$ cat src/rtl/rst_sup_pkg.sv
// Shared types for the supervisory reset sequencer.
// Assumes every member is an active-high "condition present" flag.
package rst_sup_pkg;

    typedef struct packed {
        logic supply_bad;
        logic monitor_bad;
        logic manual_req;
        logic wdog_trip;
    } fault_vec_t;

    // True when any reset-requesting condition is present.
    function automatic logic any_fault(fault_vec_t f);
        return f.supply_bad | f.monitor_bad | f.manual_req | f.wdog_trip;
    endfunction

endpackage

$ cat src/rtl/rsup_sync.sv
// Multi-bit flop-chain synchroniser, one independent chain per bit.
// Assumes each bit is an unrelated level; no bus coherency is implied.
// The reset value is chosen per bit by RST_VAL so that idle levels are safe.
module rsup_sync #(
    parameter int          WIDTH   = 4,
    parameter int          STAGES  = 2,
    parameter logic [WIDTH-1:0] RST_VAL = '0
) (
    input  logic             clk,
    input  logic             rst_n,
    input  logic [WIDTH-1:0] d_i,
    output logic [WIDTH-1:0] q_o
);

    logic [WIDTH-1:0] stage_q [STAGES];

    // Shift the asynchronous levels through the chain.
    always_ff @(posedge clk) begin
        if (!rst_n) begin
            for (int i = 0; i < STAGES; i++) stage_q[i] <= RST_VAL;
        end else begin
            stage_q[0] <= d_i;
            for (int i = 1; i < STAGES; i++) stage_q[i] <= stage_q[i-1];
        end
    end

    assign q_o = stage_q[STAGES-1];

endmodule

$ cat src/rtl/rsup_debounce.sv
// Manual-request qualifier: accepts a synchronised low level only after
// MIN_CYC consecutive low cycles; any high cycle starts the count over.
// Produces a level while the request is valid and a one-cycle strobe on
// its start. Assumes low_i is already synchronous to clk.
module rsup_debounce #(
    parameter int MIN_CYC = 8
) (
    input  logic clk,
    input  logic rst_n,
    input  logic low_i,
    output logic active_o,
    output logic seen_o
);

    localparam int CW = (MIN_CYC > 1) ? $clog2(MIN_CYC) : 1;
    localparam logic [CW-1:0] LAST = CW'(MIN_CYC - 1);

    logic [CW-1:0] run_q;
    logic          active_q;

    // Count earlier consecutive low cycles, saturating at MIN_CYC-1.
    always_ff @(posedge clk) begin
        if (!rst_n) begin
            run_q <= '0;
        end else if (!low_i) begin
            run_q <= '0;
        end else if (run_q != LAST) begin
            run_q <= run_q + 1'b1;
        end
    end

    assign active_o = low_i && (run_q == LAST);

    // Remember the previous valid state for edge detection.
    always_ff @(posedge clk) begin
        if (!rst_n) active_q <= 1'b0;
        else        active_q <= active_o;
    end

    assign seen_o = active_o && !active_q;

endmodule

$ cat src/rtl/rsup_hold_timer.sv
// Shared release timer: holds reset while any fault is present and for
// HOLD_CYC clean cycles afterwards; a new fault restarts the count.
// Assumes fault_i is synchronous to clk. HOLD_CYC must be at least 2.
module rsup_hold_timer #(
    parameter int HOLD_CYC = 20
) (
    input  logic clk,
    input  logic rst_n,
    input  logic fault_i,
    output logic hold_rst_o
);

    localparam int CW = $clog2(HOLD_CYC);
    localparam logic [CW-1:0] LAST = CW'(HOLD_CYC - 1);

    logic [CW-1:0] cnt_q;
    logic          rst_q;

    // Assert on power-on or fault, release after the clean hold count.
    always_ff @(posedge clk) begin
        if (!rst_n) begin
            rst_q <= 1'b1;
            cnt_q <= '0;
        end else if (fault_i) begin
            rst_q <= 1'b1;
            cnt_q <= '0;
        end else if (rst_q) begin
            if (cnt_q == LAST) begin
                rst_q <= 1'b0;
                cnt_q <= '0;
            end else begin
                cnt_q <= cnt_q + 1'b1;
            end
        end
    end

    assign hold_rst_o = rst_q;

endmodule

$ cat src/rtl/rst_supervisor.sv
// Supervisory reset sequencer top. Synchronises the supervision inputs,
// qualifies the manual request, merges all fault sources and drives the
// complementary reset outputs from one shared hold timer.
// Assumes wdog_expire_i pulses last at least one clock cycle.
module rst_supervisor #(
    parameter int TICK_CYC   = 4,
    parameter int HOLD_TICKS = 5,
    parameter int MR_TICKS   = 2,
    parameter int SYNC_STAGES = 2
) (
    input  logic clk,
    input  logic rst_n,
    input  logic supply_ok_i,
    input  logic monitor_ok_i,
    input  logic mr_raw_n,
    input  logic wdog_expire_i,
    output logic sys_rst_o,
    output logic sys_rst_n_o,
    output logic mr_seen_o
);
    import rst_sup_pkg::*;

    localparam int HOLD_CYC   = HOLD_TICKS * TICK_CYC;
    localparam int MR_MIN_CYC = MR_TICKS * TICK_CYC;
    localparam int NIN        = 4;
    // Idle-safe sync reset values: health flags low, manual line high.
    localparam logic [NIN-1:0] SYNC_RST = 4'b0010;

    logic [NIN-1:0] sync_q;
    logic           mr_active;
    logic           hold_rst;
    fault_vec_t     faults;

    rsup_sync #(
        .WIDTH   (NIN),
        .STAGES  (SYNC_STAGES),
        .RST_VAL (SYNC_RST)
    ) u_sync (
        .clk   (clk),
        .rst_n (rst_n),
        .d_i   ({supply_ok_i, monitor_ok_i, mr_raw_n, wdog_expire_i}),
        .q_o   (sync_q)
    );

    rsup_debounce #(
        .MIN_CYC (MR_MIN_CYC)
    ) u_mr (
        .clk      (clk),
        .rst_n    (rst_n),
        .low_i    (!sync_q[1]),
        .active_o (mr_active),
        .seen_o   (mr_seen_o)
    );

    // Gather the synchronised fault conditions.
    always_comb begin
        faults.supply_bad  = !sync_q[3];
        faults.monitor_bad = !sync_q[2];
        faults.manual_req  = mr_active;
        faults.wdog_trip   = sync_q[0];
    end

    rsup_hold_timer #(
        .HOLD_CYC (HOLD_CYC)
    ) u_hold (
        .clk        (clk),
        .rst_n      (rst_n),
        .fault_i    (any_fault(faults)),
        .hold_rst_o (hold_rst)
    );

    assign sys_rst_o   = hold_rst;
    assign sys_rst_n_o = !hold_rst;

endmodule

$ cat config.mk
export PLATFORM = sky130hd
export DESIGN_NAME = rst_supervisor
export DESIGN_NICKNAME = d
export VERILOG_FILES = /design/src/rtl/rst_sup_pkg.sv /design/src/rtl/rsup_sync.sv /design/src/rtl/rsup_debounce.sv /design/src/rtl/rsup_hold_timer.sv /design/src/rtl/rst_supervisor.sv
export SDC_FILE = /design/constraint.sdc
export NUM_CORES = 1
export LEC_CHECK = 0
export ABC_AREA = 1
export CAP_MARGIN = 15
export CORE_MARGIN = 2
export CORE_UTILIZATION = 46
export DETAILED_ROUTE_END_ITERATION = 10
export PLACE_DENSITY = 0.71
export SETUP_SLACK_MARGIN = 0.15
export SYNTH_ARGS = -nofsm -noshare
export SYNTH_HDL_FRONTEND = slang
export SYNTH_SLANG_ARGS = --single-unit
$ cat constraint.sdc
create_clock -name clk -period 1.07 [get_ports clk]
set_input_delay 0.107 -clock clk [delete_from_list [all_inputs] [get_ports clk]]
set_output_delay 0.107 -clock clk [all_outputs]
set_load 0.005 [all_outputs]
Yosys cells after proc, flatten, opt, wreduce, memory -nomap -nowiden
Memories as Yosys holds them, arrays and structs flattened.
Index checks and enable logic that the tools add are counted.
{ "op_classes": {"n_reduce_logical": 9, "n_addsub": 2, "bitwise_logic": 6, "n_eq_ne": 3, "n_mux": 7} }
{ "op_table": {"columns": ["operator", "count"], "rows": [
  ["4-bit 2-to-1 mux", 2],
  ["5-bit by 1-bit adder with 5-bit output (second input constant)", 1],
  ["5-bit equality test (second input constant)", 1],
  ["1-bit zero test", 5],
  ["5-bit 2-to-1 mux", 1],
  ["1-bit OR", 5],
  ["1-bit 2-to-1 mux", 4],
  ["2-bit OR reduction", 2],
  ["3-bit by 1-bit adder with 3-bit output (second input constant)", 1],
  ["3-bit equality test (second input constant)", 1],
  ["3-bit != test (second input constant)", 1],
  ["1-bit logical AND", 2],
  ["1-bit NOT", 1]
]} }
{ "word_totals": {"ram_bits": 8, "inputBits": 6, "out_inout_bits": 3, "memories": 1, "regBits": 10, "wordCells": 32} }
{ "memory_table": {"columns": ["name", "words", "width", "rd", "rd_clocked_by_memory_dff", "wr", "line_no", "text"], "rows": [
  ["u_sync.stage_q", 2, 4, 2, 0, 2, "rsup_sync.sv:15", "logic [WIDTH-1:0] stage_q [STAGES];"]
]} }

Depth between registers and ports, before layout
Gate-level depths: netlist of run 1.
{ "depth": {"word_depth": 5, "mapped_depth": 7, "ltp_nobuf": 7} }

Modules after synthesis
A second synthesis of run 1 with hierarchy kept.
{ "unflattened": {"hier_cells": 104, "hier_area_um2": 754.5} }
{ "by_module_without_submodules": {"columns": ["module", "area_per_inst_um2", "cells_each", "instances", "seq_area_each_um2"], "rows": [
  ["rsup_hold_timer", 286.5, 41, 1, 120.1],
  ["rsup_sync", 255.2, 29, 1, 160.2],
  ["rsup_debounce", 190.2, 28, 1, 80.1],
  ["rst_supervisor", 22.5, 6, 1, 0.0]
]} }

Worst setup path after synthesis of run 1
No wires, ideal clock.
{ "synth_path": {"path_kind": "register to register", "start": "reg u_mr.run_q[0]", "end": "reg u_hold.cnt_q[0]", "stages_incl_launch_ff": 8, "period_less_slack_ps": 1185, "setup_slack_ps": -115, "t_arrival_ps": 1122, "path_buffers": 0, "required_time_ps": 1006, "path_cell_list": "dfxtp_1 > ha_1 > ha_1 > nand2_2 > nand2_2 > nor2_4 > nand2_1 > nor2_1"} }
{ "synth_between": {"elab_chain_len": 5} }
{ "synth_rtl": {"columns": ["item", "line_no", "text"], "rows": [
  ["from (decl)", "rsup_debounce.sv:18", "logic [CW-1:0] run_q;"],
  ["from (signal assigned)", "rsup_debounce.sv:28", "run_q <= run_q + 1'b1;"],
  ["3-bit equality test", "rsup_debounce.sv:32", "assign active_o = low_i && (run_q == LAST);"],
  ["1-bit logical AND", "rsup_debounce.sv:32", null],
  ["1-bit OR (2 in series)", "rst_sup_pkg.sv:14", "return f.supply_bad | f.monitor_bad | f.manual_req | f.wdog_trip;"],
  ["2-bit OR reduction (no source line)", null, null],
  ["to (signal assigned)", "rsup_hold_timer.sv:32", "cnt_q <= cnt_q + 1'b1;"],
  ["to (decl)", "rsup_hold_timer.sv:16", "logic [CW-1:0] cnt_q;"]
]} }
No other way between the ends.
A chain may end at the register's enable or synchronous reset.

Worst setup path after layout of run 1
{ "layout_path": {"start": "reg u_mr.run_q[0]", "end": "out mr_seen_o"} }
{ "layout_between": {"elab_chain_len": 3} }
{ "layout_rtl": {"columns": ["item", "line_no", "text"], "rows": [
  ["3-bit equality test", "rsup_debounce.sv:32", null],
  ["1-bit logical AND", "rsup_debounce.sv:32", null],
  ["1-bit logical AND", "rsup_debounce.sv:40", "assign seen_o = active_o && !active_q;"],
  ["to (decl)", "rst_supervisor.sv:19", "output logic mr_seen_o"]
]} }
No other way between the ends.

==> results of run 1 <==
[through the flow]
step | TNS, ns | utilization
2_1_floorplan | 0 | -
3_3_place_gp | -0.883 | 0.594
3_5_place_dp | -0.978 | 0.594
4_1_cts | -1.24 | 0.648
5_1_grt | -1.97 | 0.650
6_report | -1.31 | 0.650
[power by group]
part	internal (uW)	switching, uW	leakage (uW)
combinational	28.1	22.2	0.000310
sequential	685	5.05	0.000147
clock	208	222	0.0000210
[metal layers]
metal,global-route usage,part of all wire,vias up
met1,0.174,0.48,268
met2,0.215,0.45,10
met5,0,0,-
li1,-,-,329
met4,0.109,0.027,0
met3,0.0245,0.040,4
[worst paths after layout]
check	startpoint	endpoint	slack, ns	cells after the start
worst max-delay path	u_mr.run_q[0]	mr_seen_o	-0.20	5
worst min-delay path	wdog_expire_i	u_sync.stage_q[0][0]	0.32	3
worst max register to register	u_mr.run_q[0]	u_hold.cnt_q[1]	-0.16	8
worst min register to register	u_sync.stage_q[0][0]	u_sync.stage_q[0][4]	0.42	2
[registers in the layout (all words and copies together) (netlist names)]
| signal | count |
|---|---|
| u_sync.stage_q | 8 |
| u_hold.hold_rst_o | 1 |
| u_mr.active_q | 1 |
| u_hold.cnt_q | 5 |
| u_mr.run_q | 3 |
[worst reg2reg max path, cell delays in order (launching register included)]
cell	delay, ns
dfxtp_2	0.35
ha_4	0.16
ha_4	0.16
nand2_4	0.05
buf_4	0.12
nand2_4	0.05
nor2_4	0.14
inv_2	0.06
a21oi_2	0.09
[cells by family after synthesis]
logic type | Yosys count | synth area share
DFF | 18 | 0.486
adders and majority gates | 3 | 0.0507
and+or+nand+nor | 52 | 0.291
xor gates and xnor gates | 1 | 0.0118
buffers and inverters | 18 | 0.106
AOI/OAI and AO/OA | 6 | 0.0541
[synthesized netlist by cell type]
library cell and n:
ha_1 3, a21oi_1 3, inv_1 15, nand2_1 32
a21oi_2 2, o21bai_1 1, inv_2 1, nor2_4 1
nor3_1 1, dfxtp_1 18, buf_6 1, nor2_1 12
nand2_2 2, or2_2 1, nand3_1 3, buf_4 1
xor2_1 1
[layout make-up]
type	count	area, um2
fill	146	527
clock buffer	4	36.3
tap	16	20.0
sequential	18	364
multi-input combinational	62	353
timing repair buffer	17	144
inverter	16	62.6
[what timing repair did]
action	4_1_cts	5_1_grt
resized for setup	19	4
pin swaps	3	4
endpoints found under the setup margin	13	13
buffers inserted	4	0
hold buffers	0	0
==> impl_metrics.env, run 1 <==
export IMPL_first_iter_violations=17
export IMPL_fin_cells=133
export IMPL_portBuffers=8
export IMPL_peakVddDrop_uv=833
export IMPL_setup_violations=11
export IMPL_cts_buffers=3
export IMPL_syn_inst=98
export IMPL_tightest_slew_ns=0.170
export IMPL_crit_chain="ha_4 -> ha_4 -> nand2_4 -> nor2_2 -> buf_2"
export IMPL_grt_overflow=0
export IMPL_pre_cts_slack_ns=-0.255
export IMPL_power_uw=1170
export IMPL_crit_family="flip-flops"
export IMPL_via_per_inst=4.59
export IMPL_crit_type="register to output pin"
export IMPL_nNetsFinal=127
export IMPL_dp_cells=125
export IMPL_dr_pass1_iters=4
export IMPL_period_needed_ns=1.27
export IMPL_drv_slew=0
export IMPL_worstHoldPathType="input port to register"
export IMPL_power_density_nw_per_um2=1190
export IMPL_final_common_cell="nand2_1"
export IMPL_gp_congestion=0.735
export IMPL_first_global_vias=509
export IMPL_syn_to_final_growth_pct=32.3
export IMPL_antenna_found_initial=0
export IMPL_die_width_um=44.1
export IMPL_synth_top_cell_by_area="dfxtp_1"
export IMPL_cp_common_cell="ha_4"
export IMPL_start_util=0.492
export IMPL_drc=0
export IMPL_ys_seq_elements=18
export IMPL_grt_max_degree=11
export IMPL_routed_wl_um=1210
export IMPL_avgSynthCellArea_um2=7.56
export IMPL_synth_top_area_share=0.486
export IMPL_die_area_um2=1950
export IMPL_diodes=0
export IMPL_grtUsageTotal=0.140
export IMPL_fin_hold_ws_ns=0.324
export IMPL_fin_ws_ns=-0.203
export IMPL_fmax_ghz=0.785
export IMPL_clk_pin_slew_ns=0.11
export IMPL_status="complete, but fails checks"
export IMPL_htreeDepth=1
export IMPL_crit_path_end_kind="output pin"
export IMPL_ys_types=17
export IMPL_start_kind="register"
export IMPL_path_buf_inv=1
export IMPL_avgRoutedWirePerCell_um=9.11
export IMPL_power_leakage_uw=0.000478
export IMPL_placed_cell_area_um2=895
export IMPL_syn_nets=107
export IMPL_final_area_um2=980
export IMPL_mostFrequentLayoutCells="nand2_1, dfxtp_1, inv_1"
export IMPL_synth_area_leaders="dfxtp_1, nand2_1, inv_1, nor2_1, ha_1"
export IMPL_syn_area_um2=741
export IMPL_via_count=611
export IMPL_slowest_stage="dfxtp_2"
export IMPL_hold_viol=0
export IMPL_ios=9
export IMPL_hpwl_um=867
export IMPL_cp_data_arrival_time_ns=1.17
export IMPL_path_max_fanout=2
export IMPL_core_um2=1510
export IMPL_critPathMaxStageDelay_ns=0.35
export IMPL_yosysWarnings=0
export IMPL_violations="negative setup slack"
export IMPL_drv_cap=0
export IMPL_fin_crit_sh=1.19
export IMPL_ctsRootBufferMaster="clkbuf_4"
export IMPL_final_layout_size_suffix_gt1_frac=0.299
export IMPL_rows=14
export IMPL_antenna_left=0
export IMPL_clock_latency_ns=0.30
export IMPL_rsz0062_at_grt="true"
export IMPL_cts_tree="done"
export IMPL_cp_required_ns=0.96
export IMPL_clock_path_buffers=2
export IMPL_fin_worst_skew_ns=0.00713
export IMPL_die_h_um=44.1
export IMPL_grt_pass1_wl_um=1950
export IMPL_synth_seq_area_share=0.486
export IMPL_cts_num_sinks=18
export IMPL_max_slew_margin=0.886
Note: power is estimated with default switching activity, not from simulation.
==> run 2: changes to the inputs <==
CTS_CLUSTER_SIZE = 30   (was unset)
REMOVE_ABC_BUFFERS = 1   (was unset)
==> run 2 against run 1 <==
The run still ends with negative setup slack left. Worst setup slack better by 0.023 ns. Sequential power hardly changed. Clock skew is 0.0013 ns higher. Total power is 9.2% lower. Final cell count is 0.75% lower. Via count stayed put. Critical path type unchanged. Largest cell class unchanged.
==> impl_metrics.env, run 2 (same netlist as run 1, synthesis figures left out) <==
export IMPL_start_util=0.492
export IMPL_hpwl_um=918
export IMPL_drc=0
export IMPL_rsz0062_at_grt="true"
export IMPL_path_max_fanout=2
export IMPL_drv_slew=0
export IMPL_fmax_ghz=0.800
export IMPL_fillerInstances=132
export IMPL_ctsRootBufferMaster="clkbuf_4"
export IMPL_violations="negative setup slack"
export IMPL_core_um2=1510
export IMPL_start_kind="register"
export IMPL_via_per_inst=4.63
export IMPL_cts_tree="done"
export IMPL_drv_cap=0
export IMPL_fin_ws_ns=-0.180
export IMPL_hold_viol=0
export IMPL_max_slew_margin=0.901
export IMPL_gp_congestion=0.684
export IMPL_final_layout_size_suffix_gt1_frac=0.319
export IMPL_fin_worst_skew_ns=0.00844
export IMPL_cts_buffers=3
export IMPL_grt_pass1_wl_um=2130
export IMPL_cts_num_sinks=18
export IMPL_first_global_vias=569
export IMPL_min_path_cells=3
export IMPL_portBuffers=8
export IMPL_peakVddDrop_uv=791
export IMPL_final_common_cell="nand2_1"
export IMPL_largest_register="u_sync.stage_q"
export IMPL_clock_path_buffers=2
export IMPL_status="complete, but fails checks"
export IMPL_avgRoutedWirePerCell_um=9.30
export IMPL_clk_pin_slew_ns=0.10
export IMPL_power_leakage_uw=0.000455
export IMPL_clock_latency_ns=0.29
export IMPL_grt_max_degree=10
export IMPL_setup_violations=10
export IMPL_antenna_left=0
export IMPL_cp_data_arrival_time_ns=1.14
export IMPL_largest_reg_flops=8
export IMPL_die_h_um=44.1
export IMPL_fin_crit_sh=1.17
export IMPL_htreeDepth=1
export IMPL_nNetsFinal=127
export IMPL_crit_path_end_kind="output pin"
export IMPL_first_iter_violations=6
export IMPL_diodes=0
export IMPL_worstHoldPathType="input port to register"
export IMPL_finalCoreUtilization=0.640
export IMPL_tightest_slew_ns=0.148
export IMPL_syn_to_final_growth_pct=30.2
export IMPL_grtUsageTotal=0.154
export IMPL_worst_r2r_cell_count=8
export IMPL_mostFrequentLayoutCells="nand2_1, inv_1, dfxtp_1"
export IMPL_cts_hold_fix_buffers=0
export IMPL_final_setup_tns_ns=-1.14
export IMPL_die_width_um=44.1
export IMPL_top_regs="u_sync.stage_q: 8 flops, u_hold.cnt_q: 5 flops, u_mr.run_q: 3 flops"
export IMPL_power_uw=1060
export IMPL_routed_wl_um=1230
export IMPL_antenna_found_initial=0
export IMPL_grt_overflow=0
export IMPL_power_density_nw_per_um2=1100
export IMPL_ios=9
export IMPL_die_area_um2=1950
export IMPL_via_count=611
export IMPL_period_needed_ns=1.25
export IMPL_cp_required_ns=0.96
export IMPL_dr_pass1_iters=4
export IMPL_crit_type="register to output pin"
export IMPL_rows=14
[run 2: final timing paths]
| path | startpoint | end | slack [ns] |
|---|---|---|---|
| setup reg to reg | u_mr.run_q[1] | u_hold.cnt_q[1] | -0.15 |
| hold reg to reg | u_sync.stage_q[0][1] | u_sync.stage_q[0][5] | 0.42 |
| hold / removal | supply_ok_i | u_sync.stage_q[0][3] | 0.33 |
| setup / recovery | u_mr.run_q[1] | mr_seen_o | -0.18 |
[run 2: area by class of cell]
| cell class | instances | area (um2) | share of cell area |
|---|---|---|---|
| Clock buffer | 3 | 22.5 | 0.0233 |
| Tap cell | 16 | 20.0 | 0.0208 |
| Timing Repair Buffer | 17 | 143 | 0.148 |
| Sequential cell | 18 | 367 | 0.380 |
| Inverter | 16 | 62.6 | 0.0649 |
| Multi-Input combinational cell | 62 | 350 | 0.363 |
[run 2: layer usage]
metal | vias to the layer above | part of all wire | GRT usage
met2 | 8 | 0.50 | 0.276
met1 | 269 | 0.44 | 0.155
met5 | - | 0 | 0
met4 | 0 | 0.033 | 0.127
li1 | 330 | - | -
met3 | 4 | 0.029 | 0.0245
[run 2: critical path, cell delays in order, from the launching register on]
cell	delay (ns)
dfxtp_2	0.34
ha_4	0.16
ha_4	0.15
nand2_2	0.06
nor2_1	0.03
buf_2	0.11
[run 2: timing repair]
action	CTS	global route
gates cloned	0	0
endpoints found under the setup margin	13	12
hold endpoints to repair	0	0
setup buffers	1	1
resized for setup	24	8
pin swaps	4	5
[run 2: power breakdown]
group | leakage, uW | internal (uW) | switching [uW]
Combinational | 0.000293 | 28.8 | 22.5
Sequential | 0.000148 | 685 | 5.58
Clock | 0.0000138 | 131 | 190
[run 2: metrics by stage]
| step | instance area (um2) | instances | hold WS [ns] | worst slack, ns |
|---|---|---|---|---|
| after CTS | 927 | 131 | 0.325 | -0.196 |
| after global routing | 965 | 132 | 0.349 | -0.243 |
| final | 965 | 132 | 0.335 | -0.180 |
| after floorplan | 722 | 96 | 0.176 | -0.116 |
| after detailed placement | 875 | 127 | 0.398 | -0.344 |
| after global placement | 875 | 127 | 0.384 | -0.287 |
